## src/rtl/pp_dma_pkg.sv

```systemverilog
package pp_dma_pkg;
  localparam int NBUF = 2;

  typedef struct packed {
    logic start;
    logic accept;
    logic step;
    logic swap;
    logic nextBuf;
  } ppStrobe_t;
endpackage

```

## src/rtl/pp_dma_ctrl.sv

```systemverilog
module pp_dma_ctrl
  import pp_dma_pkg::*;
#(
  parameter int CNT_W = 8
) (
  input  logic             clk,
  input  logic             rstN,
  input  logic             enable,
  input  logic             pause,
  input  logic [CNT_W-1:0] cfgCount,
  input  logic             inValid,
  input  logic             clrWe,
  input  logic [NBUF-1:0]  clrMask,
  output logic             inReady,
  output ppStrobe_t        strobes,
  output logic [NBUF-1:0]  tcFlags,
  output logic             tcPulse,
  output logic             curBuf
);
  logic             running;
  logic             pauseQ;
  logic [CNT_W-1:0] itemsLeft;
  logic             accept;
  logic             lastBeat;
  logic             pauseEdge;
  logic             tcEvent;

  assign inReady   = running & enable & ~pause;
  assign accept    = inValid & inReady;
  assign lastBeat  = accept & (itemsLeft == CNT_W'(1));
  assign pauseEdge = running & pause & ~pauseQ;
  assign tcEvent   = lastBeat | pauseEdge;

  always_comb begin
    strobes         = '0;
    strobes.start   = enable & ~running;
    strobes.accept  = accept;
    strobes.step    = accept & ~lastBeat;
    strobes.swap    = lastBeat;
    strobes.nextBuf = ~curBuf;
  end

  always_ff @(posedge clk or negedge rstN) begin
    if (!rstN) begin
      running   <= 1'b0;
      pauseQ    <= 1'b0;
      tcPulse   <= 1'b0;
      itemsLeft <= '0;
      curBuf    <= 1'b0;
    end else begin
      running <= enable;
      pauseQ  <= pause;
      tcPulse <= tcEvent;
      if (strobes.start) begin
        itemsLeft <= cfgCount;
        curBuf    <= 1'b0;
      end else if (lastBeat) begin
        itemsLeft <= cfgCount;
        curBuf    <= ~curBuf;
      end else if (accept) begin
        itemsLeft <= itemsLeft - CNT_W'(1);
      end
    end
  end

  for (genvar b = 0; b < NBUF; b++) begin : g_flag
    logic setHere;
    logic clrHere;
    assign setHere = tcEvent & (curBuf == b[0]);
    assign clrHere = clrWe & clrMask[b];
    always_ff @(posedge clk or negedge rstN) begin
      if (!rstN)        tcFlags[b] <= 1'b0;
      else if (setHere) tcFlags[b] <= 1'b1;
      else if (clrHere) tcFlags[b] <= 1'b0;
    end
  end
endmodule

```

## src/rtl/pp_dma_dp.sv

```systemverilog
module pp_dma_dp
  import pp_dma_pkg::*;
#(
  parameter int ADDR_W = 16,
  parameter int DATA_W = 32,
  parameter int CNT_W  = 8
) (
  input  logic                  clk,
  input  logic                  rstN,
  input  ppStrobe_t             strobes,
  input  logic [ADDR_W-1:0]     cfgBase,
  input  logic [CNT_W-1:0]      cfgCount,
  input  logic [DATA_W-1:0]     inData,
  output logic                  memWe,
  output logic [ADDR_W-1:0]     memAddr,
  output logic [DATA_W-1:0]     memWdata,
  output logic [DATA_W/8-1:0]   memStrb
);
  localparam int BYTES = DATA_W / 8;

  logic [ADDR_W-1:0] wrPtr;
  logic [ADDR_W-1:0] halfBase;
  logic [ADDR_W-1:0] nextBase;

  assign halfBase = cfgBase + ADDR_W'(cfgCount) * ADDR_W'(BYTES);
  assign nextBase = strobes.nextBuf ? halfBase : cfgBase;

  always_ff @(posedge clk or negedge rstN) begin
    if (!rstN)              wrPtr <= '0;
    else if (strobes.start) wrPtr <= cfgBase;
    else if (strobes.swap)  wrPtr <= nextBase;
    else if (strobes.step)  wrPtr <= wrPtr + ADDR_W'(BYTES);
  end

  assign memWe    = strobes.accept;
  assign memAddr  = wrPtr;
  assign memWdata = inData;
  assign memStrb  = {BYTES{1'b1}};
endmodule

```

## src/rtl/pp_dma_chan.sv

```systemverilog
module pp_dma_chan
  import pp_dma_pkg::*;
#(
  parameter int ADDR_W = 16,
  parameter int DATA_W = 32,
  parameter int CNT_W  = 8
) (
  input  logic                clk,
  input  logic                rstN,
  input  logic                enable,
  input  logic                pause,
  input  logic [ADDR_W-1:0]   cfgBase,
  input  logic [CNT_W-1:0]    cfgCount,
  input  logic                inValid,
  input  logic [DATA_W-1:0]   inData,
  output logic                inReady,
  output logic                memWe,
  output logic [ADDR_W-1:0]   memAddr,
  output logic [DATA_W-1:0]   memWdata,
  output logic [DATA_W/8-1:0] memStrb,
  input  logic                clrWe,
  input  logic [1:0]          clrMask,
  output logic [1:0]          tcFlags,
  output logic                tcPulse,
  output logic                curBuf
);
  ppStrobe_t strobes;

  pp_dma_ctrl #(.CNT_W(CNT_W)) u_ctrl (
    .clk(clk), .rstN(rstN), .enable(enable), .pause(pause),
    .cfgCount(cfgCount), .inValid(inValid), .clrWe(clrWe), .clrMask(clrMask),
    .inReady(inReady), .strobes(strobes), .tcFlags(tcFlags),
    .tcPulse(tcPulse), .curBuf(curBuf)
  );

  pp_dma_dp #(.ADDR_W(ADDR_W), .DATA_W(DATA_W), .CNT_W(CNT_W)) u_dp (
    .clk(clk), .rstN(rstN), .strobes(strobes), .cfgBase(cfgBase),
    .cfgCount(cfgCount), .inData(inData), .memWe(memWe), .memAddr(memAddr),
    .memWdata(memWdata), .memStrb(memStrb)
  );
endmodule

```

## config.mk

```make
export PLATFORM = sky130hd
export DESIGN_NAME = pp_dma_chan
export DESIGN_NICKNAME = d
export VERILOG_FILES = /design/src/rtl/pp_dma_pkg.sv /design/src/rtl/pp_dma_ctrl.sv /design/src/rtl/pp_dma_dp.sv /design/src/rtl/pp_dma_chan.sv
export SDC_FILE = /design/constraint.sdc
export NUM_CORES = 1
export LEC_CHECK = 0
export BUFFER_PORTS_ARGS = -buffer_cell sky130_fd_sc_hd__buf_2
export CAP_MARGIN = 30
export CORE_UTILIZATION = 51
export CTS_CLUSTER_DIAMETER = 50
export DETAILED_ROUTE_END_ITERATION = 12
export PLACE_DENSITY_LB_ADDON = 0.1
export SKIP_CTS_REPAIR_TIMING = 1
export SLEW_MARGIN = 30
export SYNTH_ARGS = -nofsm -noshare
export SYNTH_HDL_FRONTEND = slang
export SYNTH_SLANG_ARGS = --single-unit
```

## constraint.sdc

```tcl
create_clock -name clk -period 6.1 [get_ports clk]
set_input_delay 0.915 -clock clk [delete_from_list [all_inputs] [get_ports clk]]
set_output_delay 0.915 -clock clk [all_outputs]
set_load 0.05 [all_outputs]
```

==> results.sh, run 1 <==
export IMPL_status="finished, final reports clean"
export IMPL_hold_depth=1
export IMPL_ys_ff_latch=30
export IMPL_synthMuxAreaShare_pct=2.083
export IMPL_syn_area_um2=2522
export IMPL_syn_inst=307
export IMPL_drtAntennaViolNets=0
export IMPL_clkPwrFrac_pct=25.5
export IMPL_yosys_area_share_simple_pct=22.52
export IMPL_worst_pin_slew_ns=0.9500
export IMPL_power_per_cell_area_nw_per_um2=253.2
export IMPL_fmax_mhz=287.8
export IMPL_crit_fanout=17
export IMPL_synth_area_leaders="dfrtp_1 30%, buf_4 11%, ha_1 5.5%"
export IMPL_start_kind="input pin"
export IMPL_hp_class="reg -> reg"
export IMPL_sw_frac_of_total_pct=41.55
export IMPL_synthAdderAreaFrac_pct=6.250
export IMPL_viasPerCell=5.980
export IMPL_fp_coreArea_um2=4755
export IMPL_finalCriticalPeriod_ns=3.475
export IMPL_worst_path_buf_inv=3
export IMPL_ys_flop_type="dfrtp_1"
export IMPL_synth_edf_count=0
export IMPL_syn2layout_area_growth_pct=6.052
export IMPL_gp_congestion=0.9000
export IMPL_hold_viol=0
export IMPL_synth_top_area_cell="dfrtp_1"
export IMPL_switching_power_mw=0.2815
export IMPL_wirelength_um=6702
export IMPL_synth_top_family_by_area="simple AND/OR/NAND/NOR gates"
export IMPL_io_buffers=53
export IMPL_r2r_end="u_dp.memAddr[13]$_DFFE_PN0P_"
export IMPL_worstPathRequired_ns=5.18
export IMPL_synth_xor_area_share_pct=4.861
export IMPL_p_total_mw=0.6774
export IMPL_critical_path_max_stage_delay_ns=0.62
export IMPL_finalMaxSlewViolations=0
export IMPL_critPathArrivalTime_ns=2.56
export IMPL_drc_errors=0
export IMPL_clockBufferDepth=2
export IMPL_maxCapViolCount=0
export IMPL_r2r_cells=5
export IMPL_finalClockSkew_ns=0.004571
export IMPL_synth_cell_types=53
export IMPL_wire_per_inst_um=17.10
export IMPL_fin_tns_setup_ns=0
export IMPL_seqPwrFrac_pct=38.1
export IMPL_clock_sinks=30
export IMPL_fin_crit_sh_pct=56.96
export IMPL_avgSynthCellArea_um2=8.216
export IMPL_antenna_found_initial=0
export IMPL_die_x_um=72.33
export IMPL_cts_inserted_buffers=5
export IMPL_nNetsFinal=400
export IMPL_pin_count=122
export IMPL_crit_path_frequent_cell="buf_2"
export IMPL_num_vias=2344
export IMPL_clk_pin_slew_worst_paths_ns=0.07
export IMPL_async_reset_ff_share_pct=100.0
export IMPL_drt_iter0_drc=204
export IMPL_hold_ws_ns=0.5030
export IMPL_final_common_cell="buf_2"
export IMPL_start_util_pct=53.05
export IMPL_yosysSeqAreaShare_pct=29.76
export IMPL_grt_pass1_wl_um=10490
export IMPL_firstDrtPassIters=5
export IMPL_ir_drop_uv=191.4
export IMPL_ff2ff_setup_slack_ns=3.15
export IMPL_synth_compound_area_share_pct=20.68
export IMPL_antenna_cells=0
export IMPL_grt_pass1_vias=2155
export IMPL_htreeDepth=2
export IMPL_hold_path_end="u_ctrl.tcFlags[0]$_DFFE_PN0P_"
export IMPL_worstSkewPairLatency_ns=0.29
export IMPL_rows=25
export IMPL_die_area_um2=5231
export IMPL_rr_startpoint="u_ctrl.running$_DFF_PN0_"
export IMPL_final_layout_size_suffix_gt1_share_pct=21.85
export IMPL_path_cells="buf_2 > nand4b_1 > clkinv_1 > buf_2"
export IMPL_yosys_warnings=0
export IMPL_cts_tree="yes"
export IMPL_clockRootBuffer="clkbuf_8"
export IMPL_combPwrFrac_pct=36.4
export IMPL_yosysTopAreaCellShare_pct=29.76
export IMPL_grt_setup_unrepaired="false"
export IMPL_die_h_um=72.33
export IMPL_cpLargestDelayFamily="buffers and inverters"
export IMPL_internal_power_mw=0.3959
export IMPL_fillers=475
export IMPL_cp_end_kind="primary output"
export IMPL_final_cell_mix="53 x buf_2, 30 x dfrtp_1, 27 x nand2_1"
export IMPL_grt_overflow_total=0
export IMPL_p_leak_nw=1.205
export IMPL_hold_start="u_ctrl.tcFlags[0]$_DFFE_PN0P_"
export IMPL_max_slew_margin_pct=36.54
export IMPL_dp_hpwl_um=4785
export IMPL_grt_usage_pct=26.23
export IMPL_path_class="in -> out"
export IMPL_grt_max_degree=31
export IMPL_finalSetupViolCount=0
export IMPL_crit_slowest_cell="clkinv_1"
==> Yosys cell counts (all sizes together) (4+ instances only) <==
cell	count
nand2	27
a21o	4
xor2	6
dfrtp	30
a31oi	5
o41ai	4
o211ai	5
nor3	16
buf	39
a21oi	17
xnor2	8
o21ai	21
clkbuf	8
a221oi	4
nor2	23
nand4	4
inv	7
nand3	15
nor4	4
ha	11
==> worst reg2reg max path, cell delays in order (launching register included) <==
cell	delay, ns
dfrtp_1	0.40
nand4b_1	0.55
clkinv_1	0.55
nand3_1	0.52
or4b_2	0.78
nand3_1	0.10
==> power groups by stage <==
stage | combinational [mW] | sequential [mW] | clock [mW]
global placement | 0.243 | 0.261 | 0
CTS | 0.246 | 0.258 | 0.176
detailed placement | 0.243 | 0.261 | 0
global route | 0.265 | 0.263 | 0.184
finish | 0.246 | 0.258 | 0.173
floorplan | 0.177 | 0.318 | 0
==> metrics by stage <==
step / worst slack [ns] / area (um^2) / util [%] / cells
after floorplan: 3.223 / 2534 / - / 310
after global placement: 2.532 / 2580 / 54.26 / 384
after detailed placement: 2.500 / 2580 / 54.26 / 384
after CTS: 2.655 / 2675 / 56.26 / 392
after global routing: 2.505 / 2675 / 56.26 / 392
final: 2.625 / 2675 / 56.26 / 392
==> layout make-up <==
cell class	instances	area [um^2]	area share, %
Tap cell	67	83.83	3.134
Timing Repair Buffer	54	272.8	10.20
Inverter	8	30.03	1.123
Multi-Input combinational cell	225	1443	53.93
Sequential cell	30	750.7	28.06
Clock buffer	6	82.58	3.087
Clock inverter	2	12.51	0.4677
==> sequential cells by signal, summed over array words and instances, names as in the netlist <==
signal and cells:
u_ctrl.itemsLeft 8, u_dp.memAddr 16, u_ctrl.tcFlags 2, u_ctrl.pauseQ 1
u_ctrl.tcPulse 1, u_ctrl.running 1, u_ctrl.curBuf 1
==> worst max-delay path by stage <==
stage / start / to / slack [ns] / cells past startpoint
finish: enable / memWe / 2.63 / 4
global route: enable / memWe / 2.51 / 4
floorplan: pause / memWe / 3.22 / 3
global placement: pause / u_dp.memAddr[13]$_DFFE_PN0P_ / 2.53 / 6
detailed placement: pause / u_dp.memAddr[13]$_DFFE_PN0P_ / 2.50 / 6
CTS: enable / memWe / 2.66 / 4
==> routing by layer <==
metal / wire (um) / track usage [%]
met5: 0 / 0
met4: 118 / 10.24
met3: 479 / 6.111
met2: 3092 / 41.85
met1: 3012 / 34.41
==> kinds of logic after synthesis <==
kind of cell,Yosys count
xor+xnor,14
fa+ha+maj,12
mux,5
simple gates,112
flops,30
buf+inv,55
other cells,1
compound gates,78
No activity file was read; power rests on OpenSTA's default activity.
==> run 2: changes to the inputs <==
--- a/config.mk
+++ b/config.mk
@@ -7,7 +7,7 @@
 export LEC_CHECK = 0
 export BUFFER_PORTS_ARGS = -buffer_cell sky130_fd_sc_hd__buf_2
 export CAP_MARGIN = 30
-export CORE_UTILIZATION = 51
+export CORE_UTILIZATION = 47
 export CTS_CLUSTER_DIAMETER = 50
 export DETAILED_ROUTE_END_ITERATION = 12
 export PLACE_DENSITY_LB_ADDON = 0.1
==> constraint.sdc (replaced) <==
create_clock -name clk -period 3.6 [get_ports clk]
set_input_delay 0.54 -clock clk [delete_from_list [all_inputs] [get_ports clk]]
set_output_delay 0.54 -clock clk [all_outputs]
set_load 0.05 [all_outputs]
==> results.sh, run 2 (synthesis results as in run 1) <==
export IMPL_cts_inserted_buffers=5
export IMPL_clk_pin_slew_worst_paths_ns=0.07
export IMPL_grt_usage_pct=25.66
export IMPL_num_vias=2337
export IMPL_antenna_found_initial=0
export IMPL_combPwrFrac_pct=36.4
export IMPL_die_h_um=75.26
export IMPL_post_place_ws_ns=0.8284
export IMPL_clkPwrFrac_pct=25.5
export IMPL_fin_crit_sh_pct=72.30
export IMPL_path_class="reg -> reg"
export IMPL_cts_tree="yes"
export IMPL_crit_fanout=10
export IMPL_antenna_cells=0
export IMPL_fin_tns_setup_ns=0
export IMPL_clockBufferDepth=2
export IMPL_p_leak_nw=1.225
export IMPL_wire_per_inst_um=16.58
export IMPL_viasPerCell=5.857
export IMPL_seqPwrFrac_pct=38.1
export IMPL_grt_pass1_wl_um=10780
export IMPL_io_buffers=53
export IMPL_grt_setup_unrepaired="false"
export IMPL_dp_hpwl_um=4876
export IMPL_start_util_pct=49.07
export IMPL_finalCriticalPeriod_ns=2.603
export IMPL_largest_reg_flops=16
export IMPL_sw_frac_of_total_pct=41.19
export IMPL_internal_power_mw=0.6722
export IMPL_fin_ws_ns=0.9970
export IMPL_ir_drop_uv=223.5
export IMPL_status="finished, final reports clean"
export IMPL_die_area_um2=5664
export IMPL_pin_count=122
export IMPL_nNetsFinal=404
export IMPL_critPathArrivalTime_ns=2.76
export IMPL_maxCapViolCount=0
export IMPL_hold_viol=0
export IMPL_fp_coreArea_um2=5140
export IMPL_drc_errors=0
export IMPL_final_common_cell="buf_2"
export IMPL_start_kind="flop"
export IMPL_final_cell_mix="53 x buf_2, 30 x dfrtp_1, 27 x nand2_1"
export IMPL_fillers=553
export IMPL_finalMaxSlewViolations=0
export IMPL_hp_class="in -> async"
export IMPL_clockRootBuffer="clkbuf_8"
export IMPL_worstSkewPairLatency_ns=0.29
export IMPL_finalSetupViolCount=0
export IMPL_worst_pin_slew_ns=0.8179
export IMPL_grt_pass1_vias=2171
export IMPL_hold_ws_ns=0.2884
export IMPL_rows=26
export IMPL_grt_overflow_total=0
export IMPL_finalClockSkew_ns=0.007643
export IMPL_firstDrtPassIters=5
export IMPL_fmax_mhz=384.2
export IMPL_drt_iter0_drc=155
export IMPL_syn2layout_area_growth_pct=7.192
export IMPL_drtAntennaViolNets=0
export IMPL_wirelength_um=6616
export IMPL_max_slew_margin_pct=45.47
export IMPL_clock_sinks=30
export IMPL_die_x_um=75.26
export IMPL_grt_max_degree=31
export IMPL_worstPathRequired_ns=3.76
export IMPL_htreeDepth=2
export IMPL_final_layout_size_suffix_gt1_share_pct=22.49
export IMPL_cp_end_kind="flop"
export IMPL_gp_congestion=0.8308
export IMPL_power_per_cell_area_nw_per_um2=422.7
export IMPL_switching_power_mw=0.4707
## run 2: final cells by class
| class | count | area, um^2 | area share (%) |
|---|---|---|---|
| clock buffers | 6 | 82.58 | 3.054 |
| inverters | 8 | 30.03 | 1.111 |
| multi-input cells | 225 | 1438 | 53.17 |
| flip-flops and latches | 30 | 750.7 | 27.76 |
| well taps | 70 | 87.58 | 3.239 |
| repair buffers | 58 | 302.8 | 11.20 |
| clock inverters | 2 | 12.51 | 0.4627 |
## run 2: per-layer routing
| metal | wire (um) | up-vias | global-route usage (%) |
|---|---|---|---|
| li1 | - | 1132 | - |
| met1 | 3053 | 1093 | 36.40 |
| met2 | 3002 | 104 | 40.94 |
| met3 | 492 | 8 | 4.284 |
| met4 | 68 | 0 | 6.173 |
| met5 | 0 | - | 0 |
## run 2: worst max-delay path, cell delays in order, from the launching register on
cell      delay (ns)
dfrtp_1         0.38
inv_1           0.09
ha_1            0.17
or4b_1          0.63
o31ai_1         0.50
buf_4           0.28
nor2_1          0.05
a221oi_1        0.26
a21oi_1         0.11
## run 2: per-stage QoR
stage	utilization (%)	power, mW	cells	cell area [um^2]
after floorplan	-	0.8384	310	2534
after global placement	50.75	0.8527	391	2609
after detailed placement	50.75	0.8573	391	2609
after CTS	52.60	1.152	399	2704
after global routing	52.60	1.213	399	2704
final	52.60	1.143	399	2704
## run 2: final timing paths
| path | from | endpoint | slack, ns | cells past startpoint |
|---|---|---|---|---|
| hold / removal | rstN | u_dp.memAddr[3]$_DFFE_PN0P_ | 0.29 | 1 |
| hold reg to reg | u_ctrl.tcFlags[1]$_DFFE_PN0P_ | u_ctrl.tcFlags[1]$_DFFE_PN0P_ | 0.49 | 1 |
| min in group clk | pause | u_ctrl.pauseQ$_DFF_PN0_ | 0.40 | 1 |
| setup reg to reg | u_ctrl.itemsLeft[1]$_DFFE_PN0P_ | u_dp.memAddr[2]$_DFFE_PN0P_ | 1.0 | 8 |
| max in group asynchronous | rstN | u_dp.memAddr[8]$_DFFE_PN0P_ | 2.87 | 1 |
| setup / recovery | u_ctrl.itemsLeft[1]$_DFFE_PN0P_ | u_dp.memAddr[2]$_DFFE_PN0P_ | 1.0 | 8 |
## run 2: power by group through the flow
stage               clock network (mW)  registers (mW)  logic, mW
floorplan                            0           0.539      0.299
global placement                     0           0.440      0.412
detailed placement                   0           0.442      0.415
CTS                              0.298           0.437      0.417
global route                     0.308           0.446      0.459
finish                           0.291           0.436      0.416
